### src/rtl/alu_pkg.sv
package alu_pkg;

    localparam int DATA_W  = 8;
    localparam int NIB_W   = DATA_W / 2;

    // flag register bit positions (fixed layout)
    localparam int F_V = 7;
    localparam int F_H = 4;
    localparam int F_I = 3;
    localparam int F_N = 2;
    localparam int F_Z = 1;
    localparam int F_C = 0;

    localparam logic [7:0] CCR_ONES  = 8'h60;
    localparam logic [7:0] CCR_RESET = 8'h68;

    typedef enum logic [3:0] {
        OP_ADD  = 4'd0,
        OP_ADC  = 4'd1,
        OP_SUB  = 4'd2,
        OP_SBC  = 4'd3,
        OP_AND  = 4'd4,
        OP_OR   = 4'd5,
        OP_XOR  = 4'd6,
        OP_SHL  = 4'd7,
        OP_SHR  = 4'd8,
        OP_SAR  = 4'd9,
        OP_RCL  = 4'd10,
        OP_RCR  = 4'd11,
        OP_SWAP = 4'd12,
        OP_DADJ = 4'd13,
        OP_PASS = 4'd14,
        OP_NOP  = 4'd15
    } alu_op_e;

endpackage

### src/rtl/alu_addsub.sv
module alu_addsub
    import alu_pkg::*;
#(
    parameter int W = DATA_W
) (
    input  logic [W-1:0] a,
    input  logic [W-1:0] b,
    input  logic         cin,
    input  logic         sub,
    input  logic         use_cin,
    output logic [W-1:0] res,
    output logic         c_out,
    output logic         h_out,
    output logic         v_out
);
    localparam int HW = W / 2;

    logic [W-1:0]  bx;
    logic          cx;
    logic [W:0]    sum;
    logic [HW:0]   lo;

    always_comb begin
        bx    = sub ? ~b : b;
        cx    = use_cin ? (sub ? ~cin : cin) : sub;
        sum   = {1'b0, a} + {1'b0, bx} + {{W{1'b0}}, cx};
        lo    = {1'b0, a[HW-1:0]} + {1'b0, bx[HW-1:0]} + {{HW{1'b0}}, cx};
        res   = sum[W-1:0];
        c_out = sum[W] ^ sub;
        h_out = lo[HW];
        v_out = (a[W-1] == bx[W-1]) && (sum[W-1] != a[W-1]);
    end
endmodule

### src/rtl/alu_shift.sv
module alu_shift
    import alu_pkg::*;
#(
    parameter int W = DATA_W
) (
    input  alu_op_e      op,
    input  logic [W-1:0] a,
    input  logic         cin,
    output logic [W-1:0] res,
    output logic         c_out
);
    localparam int HW = W / 2;

    always_comb begin
        res   = a;
        c_out = cin;
        unique case (op)
            OP_SHL: begin
                res   = {a[W-2:0], 1'b0};
                c_out = a[W-1];
            end
            OP_SHR: begin
                res   = {1'b0, a[W-1:1]};
                c_out = a[0];
            end
            OP_SAR: begin
                res   = {a[W-1], a[W-1:1]};
                c_out = a[0];
            end
            OP_RCL: begin
                res   = {a[W-2:0], cin};
                c_out = a[W-1];
            end
            OP_RCR: begin
                res   = {cin, a[W-1:1]};
                c_out = a[0];
            end
            OP_SWAP: begin
                res   = {a[HW-1:0], a[W-1:HW]};
                c_out = cin;
            end
            default: begin
                res   = a;
                c_out = cin;
            end
        endcase
    end
endmodule

### src/rtl/alu_logic.sv
module alu_logic
    import alu_pkg::*;
#(
    parameter int W = DATA_W
) (
    input  alu_op_e      op,
    input  logic [W-1:0] a,
    input  logic [W-1:0] b,
    output logic [W-1:0] res
);
    always_comb begin
        unique case (op)
            OP_AND:  res = a & b;
            OP_OR:   res = a | b;
            OP_XOR:  res = a ^ b;
            default: res = a;
        endcase
    end
endmodule

### src/rtl/alu_bcd.sv
module alu_bcd
    import alu_pkg::*;
#(
    parameter int W = DATA_W
) (
    input  logic [W-1:0] a,
    input  logic         h_in,
    input  logic         c_in,
    output logic [W-1:0] res,
    output logic         c_out
);
    localparam int HW = W / 2;
    localparam logic [HW-1:0] DIGIT_MAX = HW'(9);
    localparam logic [W:0]    LO_FIX    = (W+1)'(6);
    localparam logic [W-1:0]  HI_FIX    = W'(6) << HW;

    logic          lo_fix;
    logic          hi_fix;
    logic [W:0]    t1;

    always_comb begin
        lo_fix = h_in || (a[HW-1:0] > DIGIT_MAX);
        t1     = {1'b0, a} + (lo_fix ? LO_FIX : '0);
        hi_fix = c_in || t1[W] || (t1[W-1:HW] > DIGIT_MAX);
        res    = t1[W-1:0] + (hi_fix ? HI_FIX : '0);
        c_out  = c_in | hi_fix;
    end
endmodule

### src/rtl/alu_ccr_unit.sv
module alu_ccr_unit
    import alu_pkg::*;
(
    input  logic       clk,
    input  logic       rst_n,
    input  logic       op_valid,
    input  logic [3:0] op_sel,
    input  logic [7:0] opnd_a,
    input  logic [7:0] opnd_b,
    input  logic       ccr_load,
    input  logic [7:0] ccr_wdata,
    output logic [7:0] result,
    output logic [7:0] ccr_q
);
    alu_op_e     op;
    logic [7:0]  ccr_r;

    logic [7:0]  as_res, lg_res, sh_res, bcd_res;
    logic        as_c, as_h, as_v, sh_c, bcd_c;
    logic        is_sub, use_cin;

    logic [7:0]  alu_res;
    logic        we_v, we_h, we_c, we_nz;
    logic        nv, nh, nc;
    logic [7:0]  ccr_next;

    assign op      = alu_op_e'(op_sel);
    assign is_sub  = (op == OP_SUB) || (op == OP_SBC);
    assign use_cin = (op == OP_ADC) || (op == OP_SBC);

    alu_addsub #(.W(DATA_W)) i_addsub (
        .a(opnd_a), .b(opnd_b), .cin(ccr_r[F_C]), .sub(is_sub), .use_cin(use_cin),
        .res(as_res), .c_out(as_c), .h_out(as_h), .v_out(as_v)
    );

    alu_logic #(.W(DATA_W)) i_logic (
        .op(op), .a(opnd_a), .b(opnd_b), .res(lg_res)
    );

    alu_shift #(.W(DATA_W)) i_shift (
        .op(op), .a(opnd_a), .cin(ccr_r[F_C]), .res(sh_res), .c_out(sh_c)
    );

    alu_bcd #(.W(DATA_W)) i_bcd (
        .a(opnd_a), .h_in(ccr_r[F_H]), .c_in(ccr_r[F_C]), .res(bcd_res), .c_out(bcd_c)
    );

    // result select and flag write enables
    always_comb begin
        alu_res = opnd_a;
        we_v = 1'b0; we_h = 1'b0; we_c = 1'b0; we_nz = 1'b0;
        nv = 1'b0;   nh = 1'b0;   nc = 1'b0;
        unique case (op)
            OP_ADD, OP_ADC: begin
                alu_res = as_res;
                we_v = 1'b1; we_h = 1'b1; we_c = 1'b1; we_nz = 1'b1;
                nv = as_v;   nh = as_h;   nc = as_c;
            end
            OP_SUB, OP_SBC: begin
                alu_res = as_res;
                we_v = 1'b1; we_c = 1'b1; we_nz = 1'b1;
                nv = as_v;   nc = as_c;
            end
            OP_AND, OP_OR, OP_XOR: begin
                alu_res = lg_res;
                we_v = 1'b1; we_nz = 1'b1;
                nv = 1'b0;
            end
            OP_SHL, OP_SHR, OP_SAR, OP_RCL, OP_RCR: begin
                alu_res = sh_res;
                we_v = 1'b1; we_c = 1'b1; we_nz = 1'b1;
                nc = sh_c;
                nv = sh_res[DATA_W-1] ^ sh_c;
            end
            OP_SWAP: begin
                alu_res = sh_res;
            end
            OP_DADJ: begin
                alu_res = bcd_res;
                we_c = 1'b1; we_nz = 1'b1;
                nc = bcd_c;
            end
            default: begin
                alu_res = opnd_a;
            end
        endcase
    end

    always_comb begin
        ccr_next = ccr_r;
        if (ccr_load) begin
            ccr_next = ccr_wdata | CCR_ONES;
        end else if (op_valid) begin
            if (we_v)  ccr_next[F_V] = nv;
            if (we_h)  ccr_next[F_H] = nh;
            if (we_c)  ccr_next[F_C] = nc;
            if (we_nz) begin
                ccr_next[F_N] = alu_res[DATA_W-1];
                ccr_next[F_Z] = (alu_res == '0);
            end
        end
    end

    always_ff @(posedge clk or negedge rst_n) begin
        if (!rst_n) ccr_r <= CCR_RESET;
        else        ccr_r <= ccr_next;
    end

    assign result = alu_res;
    assign ccr_q  = ccr_r;

endmodule

### config.mk
export PLATFORM = sky130hd
export DESIGN_NAME = alu_ccr_unit
export DESIGN_NICKNAME = d
export VERILOG_FILES = /design/src/rtl/alu_pkg.sv /design/src/rtl/alu_addsub.sv /design/src/rtl/alu_shift.sv /design/src/rtl/alu_logic.sv /design/src/rtl/alu_bcd.sv /design/src/rtl/alu_ccr_unit.sv
export SDC_FILE = /design/constraint.sdc
export NUM_CORES = 1
export LEC_CHECK = 0
export ABC_CLOCK_PERIOD_IN_PS = 6100
export BUFFER_PORTS_ARGS = -buffer_cell sky130_fd_sc_hd__clkbuf_2
export CAP_MARGIN = 15
export CORE_UTILIZATION = 40
export CTS_CLUSTER_DIAMETER = 50
export CTS_CLUSTER_SIZE = 40
export DETAILED_ROUTE_END_ITERATION = 12
export MAX_ROUTING_LAYER = met4
export PLACE_DENSITY_LB_ADDON = 0.1
export SLEW_MARGIN = 30
export SYNTH_ARGS = -nofsm -noshare
export SYNTH_HDL_FRONTEND = slang
export SYNTH_HIERARCHICAL = 1
export SYNTH_SLANG_ARGS = --single-unit
### constraint.sdc
create_clock -name clk -period 6.1 [get_ports clk]
set_input_delay 0.305 -clock clk [delete_from_list [all_inputs] [get_ports clk]]
set_output_delay 0.305 -clock clk [all_outputs]
set_load 0.02 [all_outputs]
==> run summary <==
### Run status
* **outcome** completed

### Synth
* **Post-synth EDFFs** 0
* **share of flip-flops with an asynchronous set or reset** 1.000
* **Avg Synthesized Cell Area** 7.382 µm²
* **number of different library cells in the post-synthesis netlist** 68
* **sequential fraction of the synthesis area** 0.05860
* **number of warning messages in the yosys log** 6
* **dominant register cell in the synthesized netlist** sky130_fd_sc_hd__dfrtp_1
* **Syn Inst Count** 350
* **combined area of all synthesized cells** 2584 µm²
* **Seq cells post-synth** 6

### Timing
* **count of final setup violators** 0
* **transition time at the pin with the least slew margin** 0.8484 ns
* **worst slew margin relative to its limit** 0.4323
* **post-layout min period** 4.709 ns
* **Max Clock Freq** 212.4 MHz
* **summed negative setup slack over all endpoints** 0 ns
* **post-route clock skew** 0.008685 ns
* **max-slew violations** 0
* **RSZ-0062 raised after global routing** false
* **final clock period utilization by the worst path** 0.7720
* **number of hold violations in the final report** 0

### CTS
* **post-CTS resize count** 0
* **number of clock sinks** 6
* **Post-CTS Hold Buffers** 1
* **clock-pin slew reported for the worst setup and hold paths after clock tree synthesis** 0.04 ns
* **Clock Latency Late Sink** 0.23 ns
* **Post-CTS Setup Inserts** 0
* **maximum clock path buffer count** 2
* **CTS Root Buffer Type** sky130_fd_sc_hd__clkbuf_8
* **TritonCTS buffer count** 3
* **number of H-tree branching levels** 1
* **CTS tree** built

### Routing
* **post-detailed-route count of antenna-violating nets** 0
* **total number of vias** 2666
* **DRT Pass-1 Iters** 5
* **Residual DRC** 0
* **vias per std cell** 5.834
* **Total Routed Length** 7.464 mm
* **DRC violation total after the first TritonRoute iteration** 115
* **detailed-route wire length per cell** 16.33 µm

### Final layout
* **most common cell after layout, fill and taps aside** sky130_fd_sc_hd__clkbuf_2
* **post-synthesis to final-layout area growth** 9.879%
* **most frequent cells in the layout** 43 x sky130_fd_sc_hd__clkbuf_2, 35 x sky130_fd_sc_hd__a21oi_1, 32 x sky130_fd_sc_hd__nand2_1, 30 x sky130_fd_sc_hd__inv_1, 26 x sky130_fd_sc_hd__ha_1
* **flip-flop count of the largest register, all copies and words added** 6
* **diode count** 0
* **share of layout cells above drive strength 1** 0.1911
* **Total Nets Final** 445
* **final-layout fill cell count** 633
* **post-route cell area** 2839 µm²

### Floorplan
* **top-level port count** 48
* **die footprint** 6785 µm²
* **x dimension of the die** 82.37 µm
* **overall die height** 82.37 µm
* **Initial Util** 0.4263
* **number of core rows** 28
* **Placeable Area** 6061 µm²

### Setup path
* **worst endpoint required time** 5.79 ns
* **start-to-end type of the worst setup path** in -> out
* **Worst path top cell family by delay** simple AND/OR/NAND/NOR gates
* **longest individual stage delay on the worst path** 0.77 ns
* **Setup crit end kind** primary output
* **ordered cell list for the critical path** clkbuf_2, nor2_1, and2_1, xor2_1, fa_1, inv_1, fa_1, nor2b_4, o31a_1, or4_1, nand3_1, a21oi_1, o221ai_1, clkbuf_2
* **Critical Path Start Type** input pin
* **Max Fanout on Critical Path** 26
* **CP arrival** 4.40 ns
* **Critical Path Slowest Stage Cell** sky130_fd_sc_hd__nor2_1
* **buffering stage count on the worst path with inverters included** 3

### Power
* **proportion of total power due to net switching** 0.4808
* **Static Leakage** 1.364 nW
* **proportion of power drawn by flip-flops and latches** 0.130
* **Logic pwr share** 0.701
* **portion of total power attributed to the clock network** 0.170
* **PnR Total Power** 0.3795 mW
* **Cell Pwr Density** 133.7 nW/µm²
* **internal power** 0.1970 mW
* **switching power of the nets** 0.1825 mW
* **IR Drop Worst-Case VDD** 0.1250 mV

### GRT
* **number of global-route vias before repair** 2322
* **global-route wire length before repair** 11.63 mm
* **total routing resource utilization after global routing** 0.2305
* **global route overflow** 0
* **largest net degree at the start of global routing** 55
* **initial antenna violation count** 0

### Placement
* **Port Buf Inserts** 43
* **placed wire-length estimate** 5.533 mm
* **Placed Instance Area** 2784 µm²
* **final weighted congestion of routability-driven global placement** 0.8798

### Hold path
* **worst min-delay path class** in -> reg

### Run
* **count of max-cap constraint violations** 0

## final cells by class
type                       count  area [µm²]  share of cell area
sequential                     6       151.4             0.05333
clock buffer                   4       45.04             0.01587
tap                           75       93.84             0.03305
inverter                      31       116.4             0.04099
timing repair buffer          47       247.7             0.08726
multi-input combinational    294        2185              0.7695
## worst paths after layout
check / start / end / slack, ns / cells after the start
max: op_sel[3] / result[6] / 1.39 / 14
min: ccr_wdata[2] / ccr_q[2]$_DFFE_PN0P_ / 0.29 / 3
max reg2reg: ccr_q[4]$_DFFE_PN0P_ / ccr_q[1]$_DFFE_PN0P_ / 1.84 / 18
min reg2reg: ccr_q[2]$_DFFE_PN0P_ / ccr_q[2]$_DFFE_PN0P_ / 0.57 / 2
max in group asynchronous: rst_n / ccr_q[3]$_DFFE_PN1P_ / 5.42 / 2
min in group asynchronous: rst_n / ccr_q[2]$_DFFE_PN0P_ / 0.44 / 2
## through the flow
| step | setup slack (ns) | instances | hold WS, ns | utilization |
|---|---|---|---|---|
| after floorplan | 1.976 | 351 | 0.009409 | - |
| after global placement | 1.250 | 452 | 0.1440 | 0.4593 |
| after detailed placement | 1.253 | 452 | 0.1439 | 0.4593 |
| after CTS | 1.435 | 457 | 0.2848 | 0.4684 |
| after global routing | 1.144 | 457 | 0.3039 | 0.4684 |
| final | 1.391 | 457 | 0.2861 | 0.4684 |
## metal layers
metal / vias up / GRT usage / wire, µm
met2: 74 / 0.3835 / 3434
met3: 6 / 0.02088 / 386
met5: - / - / 0
met4: 0 / 0.02632 / 69
li1: 1334 / - / -
met1: 1252 / 0.3111 / 3573
## Yosys cell counts (7+ instances only)
| cell type | count | area [µm²] |
|---|---|---|
| sky130_fd_sc_hd__nand2b_1 | 9 | 56.30 |
| sky130_fd_sc_hd__nor2_1 | 19 | 71.32 |
| sky130_fd_sc_hd__ha_1 | 26 | 325.3 |
| sky130_fd_sc_hd__a21oi_1 | 35 | 175.2 |
| sky130_fd_sc_hd__xor2_1 | 14 | 122.6 |
| sky130_fd_sc_hd__xnor2_1 | 8 | 70.07 |
| sky130_fd_sc_hd__nand2_1 | 32 | 120.1 |
| sky130_fd_sc_hd__a2bb2oi_1 | 12 | 105.1 |
| sky130_fd_sc_hd__a22oi_1 | 10 | 75.07 |
| sky130_fd_sc_hd__inv_1 | 30 | 112.6 |
| sky130_fd_sc_hd__o21ai_0 | 20 | 100.1 |
| sky130_fd_sc_hd__nor2b_1 | 7 | 43.79 |
## power groups by stage
stage	Clock (mW)	Sequential, mW	Combinational (mW)
6_report	0.0644	0.0492	0.266
5_1_grt	0.0696	0.0499	0.294
4_1_cts	0.0660	0.0492	0.265
3_5_place_dp	0	0.0497	0.263
3_3_place_gp	0	0.0496	0.261
2_1_floorplan	0	0.0540	0.185
## worst register-to-register path, stage by stage, from the launching register on
cell,delay (ns)
sky130_fd_sc_hd__dfrtp_1,0.38
sky130_fd_sc_hd__nand2b_1,0.21
sky130_fd_sc_hd__ha_1,0.27
sky130_fd_sc_hd__fa_1,0.46
sky130_fd_sc_hd__nand3_2,0.11
sky130_fd_sc_hd__xor2_1,0.18
sky130_fd_sc_hd__o21ai_1,0.14
sky130_fd_sc_hd__a2111o_1,0.44
sky130_fd_sc_hd__ha_1,0.18
sky130_fd_sc_hd__inv_1,0.07
sky130_fd_sc_hd__fa_1,0.17
sky130_fd_sc_hd__xnor2_1,0.14
sky130_fd_sc_hd__xnor2_1,0.11
sky130_fd_sc_hd__a21oi_1,0.16
sky130_fd_sc_hd__nor2_1,0.05
sky130_fd_sc_hd__a221oi_1,0.21
sky130_fd_sc_hd__a21oi_1,0.17
sky130_fd_sc_hd__or4b_1,0.51
sky130_fd_sc_hd__o31ai_2,0.22
## kinds of logic after synthesis
| family | share of synthesized area |
|---|---|
| AOI/OAI and AO/OA | 0.3361 |
| xor gates and xnor gates | 0.07458 |
| adders and majority gates | 0.1569 |
| buffers and inverters | 0.09734 |
| DFF | 0.05860 |
| muxes | 0.04068 |
| other | 0.001451 |
| and+or+nand+nor | 0.2344 |
Note: power is estimated with default switching activity, not from simulation.
